### src/rtl/idxbank_pkg.sv
package idxbank_pkg;

    // Host location map; the stepping behaviour hangs on WIN_STEP.
    typedef enum logic [1:0] {
        WIN_PTR    = 2'd0,
        WIN_PLAIN  = 2'd1,
        WIN_STEP   = 2'd2,
        WIN_DIRECT = 2'd3
    } win_sel_e;

    localparam int unsigned HOST_AW = 2;

endpackage

### src/rtl/idxbank_ptr.sv
module idxbank_ptr #(
    parameter int unsigned PTR_W   = 4,
    parameter int unsigned ENTRIES = 15
) (
    input  logic             clk,
    input  logic             rst,
    input  logic             ptr_wr,
    input  logic [PTR_W-1:0] ptr_wval,
    input  logic             step,
    output logic [PTR_W-1:0] ptr
);
    localparam logic [PTR_W-1:0] LAST_IDX = PTR_W'(ENTRIES - 1);

    typedef struct packed {
        logic [PTR_W-1:0] ptr;
    } ptr_state_t;

    ptr_state_t st_d, st_q;

    always_comb begin
        st_d = st_q;
        if (ptr_wr) begin
            st_d.ptr = ptr_wval;
        end else if (step) begin
            // wrap after the last entry, and from any unmapped index
            if (st_q.ptr >= LAST_IDX) begin
                st_d.ptr = '0;
            end else begin
                st_d.ptr = st_q.ptr + 1'b1;
            end
        end
    end

    always_ff @(posedge clk) begin
        if (rst) begin
            st_q <= '0;
        end else begin
            st_q <= st_d;
        end
    end

    assign ptr = st_q.ptr;

endmodule

### src/rtl/idxbank_store.sv
module idxbank_store #(
    parameter int unsigned DATA_W  = 16,
    parameter int unsigned PTR_W   = 4,
    parameter int unsigned ENTRIES = 15
) (
    input  logic                      clk,
    input  logic                      rst,
    input  logic                      bank_we,
    input  logic [PTR_W-1:0]          bank_idx,
    input  logic                      direct_we,
    input  logic [DATA_W-1:0]         wdata,
    output logic [ENTRIES*DATA_W-1:0] bank_flat,
    output logic [DATA_W-1:0]         direct_q
);
    typedef struct packed {
        logic [ENTRIES-1:0][DATA_W-1:0] bank;
        logic [DATA_W-1:0]              direct;
    } store_state_t;

    store_state_t st_d, st_q;

    always_comb begin
        st_d = st_q;
        for (int i = 0; i < int'(ENTRIES); i++) begin
            if (bank_we && (bank_idx == PTR_W'(i))) begin
                st_d.bank[i] = wdata;
            end
        end
        if (direct_we) begin
            st_d.direct = wdata;
        end
    end

    always_ff @(posedge clk) begin
        if (rst) begin
            st_q <= '0;
        end else begin
            st_q <= st_d;
        end
    end

    assign bank_flat = st_q.bank;
    assign direct_q  = st_q.direct;

endmodule

### src/rtl/idxbank_rdmux.sv
module idxbank_rdmux
    import idxbank_pkg::*;
#(
    parameter int unsigned DATA_W  = 16,
    parameter int unsigned PTR_W   = 4,
    parameter int unsigned ENTRIES = 15
) (
    input  win_sel_e                  sel,
    input  logic [PTR_W-1:0]          ptr,
    input  logic [ENTRIES*DATA_W-1:0] bank_flat,
    input  logic [DATA_W-1:0]         direct_q,
    output logic [DATA_W-1:0]         rdata
);
    logic [DATA_W-1:0] entry [ENTRIES];
    logic [DATA_W-1:0] win_data;

    for (genvar g = 0; g < int'(ENTRIES); g++) begin : g_entry
        assign entry[g] = bank_flat[g*DATA_W +: DATA_W];
    end

    // unmapped index values fall through to zero
    always_comb begin
        win_data = '0;
        for (int i = 0; i < int'(ENTRIES); i++) begin
            if (ptr == PTR_W'(i)) begin
                win_data = entry[i];
            end
        end
    end

    always_comb begin
        unique case (sel)
            WIN_PTR:    rdata = {{(DATA_W-PTR_W){1'b0}}, ptr};
            WIN_PLAIN,
            WIN_STEP:   rdata = win_data;
            WIN_DIRECT: rdata = direct_q;
            default:    rdata = '0;
        endcase
    end

endmodule

### src/rtl/idxbank_top.sv
module idxbank_top
    import idxbank_pkg::*;
#(
    parameter int unsigned DATA_W  = 16,
    parameter int unsigned PTR_W   = 4,
    parameter int unsigned ENTRIES = 15
) (
    input  logic                      clk,
    input  logic                      rst,
    input  logic [1:0]                host_addr,
    input  logic                      host_wr,
    input  logic                      host_rd,
    input  logic [DATA_W-1:0]         host_wdata,
    output logic [DATA_W-1:0]         host_rdata,
    output logic [ENTRIES*DATA_W-1:0] bank_flat,
    output logic [DATA_W-1:0]         direct_ctl
);
    localparam logic [PTR_W:0] ENTRY_LIM = (PTR_W+1)'(ENTRIES);

    win_sel_e          sel;
    logic              access;
    logic              ptr_wr;
    logic              step;
    logic              idx_valid;
    logic              bank_we;
    logic              direct_we;
    logic [PTR_W-1:0]  ptr_q;

    always_comb begin
        sel       = win_sel_e'(host_addr);
        access    = host_wr | host_rd;
        ptr_wr    = host_wr && (sel == WIN_PTR);
        step      = access && (sel == WIN_STEP);
        idx_valid = ({1'b0, ptr_q} < ENTRY_LIM);
        bank_we   = host_wr && idx_valid &&
                    ((sel == WIN_PLAIN) || (sel == WIN_STEP));
        direct_we = host_wr && (sel == WIN_DIRECT);
    end

    idxbank_ptr #(
        .PTR_W   (PTR_W),
        .ENTRIES (ENTRIES)
    ) u_ptr (
        .clk      (clk),
        .rst      (rst),
        .ptr_wr   (ptr_wr),
        .ptr_wval (host_wdata[PTR_W-1:0]),
        .step     (step),
        .ptr      (ptr_q)
    );

    idxbank_store #(
        .DATA_W  (DATA_W),
        .PTR_W   (PTR_W),
        .ENTRIES (ENTRIES)
    ) u_store (
        .clk       (clk),
        .rst       (rst),
        .bank_we   (bank_we),
        .bank_idx  (ptr_q),
        .direct_we (direct_we),
        .wdata     (host_wdata),
        .bank_flat (bank_flat),
        .direct_q  (direct_ctl)
    );

    idxbank_rdmux #(
        .DATA_W  (DATA_W),
        .PTR_W   (PTR_W),
        .ENTRIES (ENTRIES)
    ) u_rdmux (
        .sel       (sel),
        .ptr       (ptr_q),
        .bank_flat (bank_flat),
        .direct_q  (direct_ctl),
        .rdata     (host_rdata)
    );

endmodule

### config.mk
export PLATFORM = sky130hd
export DESIGN_NAME = idxbank_top
export DESIGN_NICKNAME = d
export VERILOG_FILES = /design/src/rtl/idxbank_pkg.sv /design/src/rtl/idxbank_ptr.sv /design/src/rtl/idxbank_store.sv /design/src/rtl/idxbank_rdmux.sv /design/src/rtl/idxbank_top.sv
export SDC_FILE = /design/constraint.sdc
export NUM_CORES = 1
export LEC_CHECK = 0
export BUFFER_PORTS_ARGS = -buffer_cell sky130_fd_sc_hd__buf_4
export CORE_ASPECT_RATIO = 1.75
export CORE_MARGIN = 2
export CORE_UTILIZATION = 35
export CTS_CLUSTER_SIZE = 30
export DETAILED_ROUTE_END_ITERATION = 12
export GPL_ROUTABILITY_DRIVEN = 0
export HOLD_SLACK_MARGIN = 0.06
export PLACE_DENSITY = 0.59
export SYNTH_ARGS = -nofsm -noshare
export SYNTH_HDL_FRONTEND = slang
export SYNTH_SLANG_ARGS = --single-unit
### constraint.sdc
create_clock -name clk -period 3.7 [get_ports clk]
set_clock_uncertainty 0.2 [all_clocks]
set_input_delay 0.555 -clock clk [delete_from_list [all_inputs] [get_ports clk]]
set_output_delay 0.555 -clock clk [all_outputs]
set_load 0.05 [all_outputs]
After elaboration in Yosys (flattened, before gate mapping). Index checks and enable logic that the tools add are counted.

Register bits after elaboration: 260. Bits in latches: 0. Bits in writable memories: 0. Memory bits (read-only): 0. Word-level logic and storage cells: 82. Memories kept: 0.

Add/subtract/negate cells: 1. $mul: 0. Div/mod/pow operators: 0. $lt $le $gt $ge: 2. Eq/ne operators: 17. Shift-type cells: 0. Multiplexer cells: 19. Bitwise operators: 1. Reduce and logical (&&, ||, !) cells: 25.

Operator list (number): $mux W16 (15); $pmux W16 S3 (1); $eq A4 B4 Y1 const B (7); $logic_and A1 B1 Y1 (20); $eq A4 B3 Y1 const B (4); $mux W4 (3); $eq A4 B2 Y1 const B (2); $add A4 B1 Y4 const B (1); $eq A2 B2 Y1 const B (2); $eq A4 B1 Y1 const B (1); $ge A4 B4 Y1 const B (1); $logic_not A4 Y1 (1); $lt A4 B4 Y1 const B (1); $eq A2 B1 Y1 const B (1); $logic_not A2 Y1 (1); $reduce_bool A2 Y1 (1); $reduce_or A2 Y1 (1); $logic_or A1 B1 Y1 (1); $or A1 B1 Y1 (1).

Logic depth before layout (Yosys ltp).
Depth in word-level cells: 17. Gate-level depth with buffers: 10.

By module. A second synthesis with hierarchy kept.

Cell total of the unflattened synthesis: 1330. Area total of the unflattened synthesis: 13051.3 µm².

Modules (own cells, without submodules): idxbank_store (instances 1, cells an instance 876, area each 9863.2 µm², seq. area each 5124.9 µm²); idxbank_rdmux (instances 1, cells an instance 415, area each 2845.2 µm², seq. area each 0.0 µm²); idxbank_ptr (instances 1, cells an instance 29, area each 255.2 µm², seq. area each 80.1 µm²); idxbank_top (instances 1, cells an instance 10, area each 87.6 µm², seq. area each 0.0 µm²).

Least setup slack after synthesis. Ideal clock, no wire load.

Path type: reg-to-output. Start point: reg u_ptr.st_q (netlist bit u_ptr.ptr[1]). End point: out host_rdata[10]. Arrival time: 2575 ps. Path slack: 370 ps. Cell stages (with the launch flop): 9. Path buffers: 1. Cells stage by stage: dfxtp_1 -> inv_1 -> ha_1 -> inv_1 -> clkbuf_1 -> a2bb2oi_1 -> a221oi_1 -> a211o_1 -> a32oi_1.

Longest elaborated chain between the ends: 17.

RTL lines: from (decl) (RTL line idxbank_ptr.sv:18) `ptr_state_t st_d, st_q;`; from (signal assigned) (RTL line idxbank_ptr.sv:38) `st_q <= st_d;`; $logic_not A4 Y1 (RTL line idxbank_rdmux.sv:25) `if (ptr == PTR_W'(i)) begin`; $mux W16 (14 in series) (RTL line idxbank_rdmux.sv:25); $mux W16 * (RTL line idxbank_rdmux.sv:25); $pmux W16 S3 * (RTL line idxbank_rdmux.sv:32) `unique case (sel)`; to (decl) (RTL line idxbank_top.sv:14) `output logic [DATA_W-1:0] host_rdata,`.

Every way passes the cells marked *; elsewhere a longest branch is shown, timed or not.

Worst setup path after layout.
Start point: reg u_ptr.st_q (netlist bit u_ptr.ptr[0]). End point: out host_rdata[11].

The elaborated chain is that of the path after synthesis.

==> results.md <==
- Routed length per placed instance: 22.50 µm
- Core Box Area: 34570 µm²
- Area Overhead vs Synth: 28.58%
- Fmax achieved: 273.7 MHz
- Placed Cells: 2231
- Clock latency on the worst-skew pair: 550 ps
- GRT Total Usage: 26.53%
- Yosys reg bits: 260
- Final Hold Viols: 0
- Fin util: 45.74%
- Slew @ Worst Pin: 1012 ps
- Crit path required time: 2940 ps
- Largest net degree at the start of global routing: 93
- Reg2Reg Depth: 9
- PnR Total Power: 6287 µW
- Critical path class: flip-flop to output port
- Synth Area in Simple Gates: 21.38%
- Total CTS buffers: 24
- Dpl cell area: 14890 µm²
- EDFF count, synth: 0
- Final TNS setup: 0 ps
- Die area: 36720 µm²
- Pwr/cell area: 397.6 nW/µm²
- Slew Limit Fails: 0
- Seq/Total Area, Yosys: 42.32%
- Worst Hold Class: input port to flip-flop
- Chip height: 252.0 µm
- Rows: 90
- Adder-cell share of the synthesized area: 0.8138%
- Hold path depth: 3
- CTS root buf: clkbuf_16
- Vias in the first global route: 12130
- Status: finished clean
- Detail Route Antenna Nets: 0
- Startpoint Class: flip-flop
- HPWL Detailed: 37780 µm
- H-Tree Depth: 1
- IO buf count: 293
- Slew margin rel.: 32.32%
- CTS max path bufs: 3
- Mapped Cells: 1565
- Critical path endpoint category: output port
- Drt drc: 0
- Vias: 12730
- RSZ-0062 raised after global routing: true
- Number of vias per cell: 5.587
- Initial antenna violation count: 0
- Post-Layout Cell Count: 2279
- DRT Pass-1 Iters: 5
- Die width: 145.7 µm
- Design area: 15810 µm²
- DR iter-0 viols: 1096
- ANT cells: 0
- Mapped Nets: 1595
- Sink Count: 260
- Leak: 0.006411 µW
- Min Tclk post-route: 3653 ps
- Ys async rst share: 0%
- Initial Util: 35.58%
- Largest family of logic cells by synthesized area: compound AO/OA/AOI/OAI gates
- CTS tree: built
- Synthesized cell area: 12300 µm²
- Remaining global-route overflow: 0
- Fillers: 3499
- Tcrit/Tclk final: 98.73%
- XOR/XNOR Fraction of Synth Area: 0%
- Primary FF master, synth: dfxtp_1
- Syn avg cell area: 7.859 µm²
- Post-synthesis mux area share: 7.986%
- Worst Path Max Fanout: 19
- Synth top area cells: dfxtp_1 (42%), nand2_1 (11%), a21oi_1 (9.2%)
- Number of I/O pins: 294
- Worst vdd ir: 0.3252 mV
- Area leader, netlist: dfxtp_1
- Layout cells sized above 1: 23.58%
- Yosys top cell area share: 42.32%
- Final nets: 1833
- Critical path arrival: 2900 ps
- Max_cap viols: 0
- Routed WL: 51270 µm
- First-pass GRT wire length: 75600 µm
- Flop-to-flop setup slack: 790 ps
- Compound-Gate Fraction of Synth Area: 21.75%
- Clock-pin transition on the worst setup and hold timing paths: 70 ps
- Number of distinct library cells after synthesis: 61
- Synth warnings: 0
- Final setup violation count: 0
==> cell families after synthesis <==
kind of cell | Yosys count
AOI/OAI and AO/OA | 435
and+or+nand+nor | 608
adders and majority gates | 8
DFF | 260
muxes | 98
buffers and inverters | 156
==> per-layer routing <==
layer / GRT usage [%] / vias to the layer above / wire length, µm / part of all wire (%)
li1: - / 5903 / - / -
met1: 30.46 / 6033 / 19020 / 37
met2: 46.36 / 634 / 25410 / 50
met3: 4.069 / 163 / 3753 / 7.3
met4: 15.83 / 0 / 3084 / 6.0
met5: 0 / - / 0 / 0
==> path summary, 6_finish.rpt <==
check / end / startpoint
setup reg to reg: u_store.bank_flat[138] / u_ptr.ptr[1]
setup / recovery: host_rdata[11] / u_ptr.ptr[0]
hold / removal: u_store.bank_flat[186] / host_wdata[10]
hold reg to reg: u_store.bank_flat[184] / u_store.bank_flat[184]
==> placed cells by master (no fill, tap or decap), types with 4 or more instances in the layout <==
cell	instances
nand2_1	362
buf_4	353
dfxtp_1	256
a21oi_1	225
nor2_1	133
mux2i_1	97
o21ai_0	52
nand3_1	42
a22oi_1	26
clkbuf_16	24
nand2b_1	18
a2bb2oi_1	18
a221oi_1	15
a211o_1	15
a21o_1	14
a32oi_1	13
o211ai_1	13
inv_1	9
a31oi_1	9
nor2b_1	8
o2bb2ai_1	6
clkbuf_1	6
nor3_1	4
nand3_2	4
nand4_1	4
ha_1	4
ha_4	4
clkbuf_8	4
==> state kept, by name, summed over array words and instances (netlist names) <==
signal and flops:
u_store.direct_q 16, u_store.bank_flat 240, u_ptr.ptr 4
==> Yosys cell counts (18+ instances only) <==
master     instances
dfxtp_1          260
nand2b_1          18
mux2i_1           97
o21ai_0           52
a22oi_1           26
nand3_1           42
a21oi_1          225
buf_2             49
clkbuf_1          82
nand2_1          362
a2bb2oi_1         18
nor2_1           134
==> worst max-delay path, cell delays in order (launching register included) <==
cell and delay, ps:
dfxtp_2 440, inv_1 140, ha_4 250, inv_1 90
buf_4 280, o211ai_1 170, a211o_1 360, a32oi_1 340
buf_4 270
==> layout make-up <==
class | count | area [µm²] | area share [%]
multi-input cells | 1149 | 6472 | 40.93
flip-flops and latches | 260 | 5215 | 32.98
repair buffers | 358 | 2723 | 17.22
clock buffers | 34 | 678.2 | 4.288
well taps | 460 | 575.6 | 3.640
clock inverters | 8 | 112.6 | 0.7121
inverters | 10 | 37.54 | 0.2374
==> stage by stage <==
stage                     worst slack (ps)  hold WS, ps
after floorplan                      369.6        377.2
final                                47.00        153.4
after global placement               502.1        255.1
after detailed placement             430.9        265.3
after CTS                            14.60        130.3
after global routing                -4.666        166.0
==> power breakdown <==
part,total (µW),switching [µW],internal (µW)
registers,2870,40.5,2830
logic,853,594,258
clock network,2570,1140,1420
==> what timing repair did <==
| item | in CTS | in global routing |
|---|---|---|
| buffers inserted | 0 | 6 |
| cloned | 0 | 0 |
| pin swaps | 0 | 3 |
| gates resized for setup | 8 | 11 |
| hold buffers | 0 | 0 |
| endpoints found under the setup margin | 15 | 13 |
Note: power is estimated with default switching activity, not from simulation.
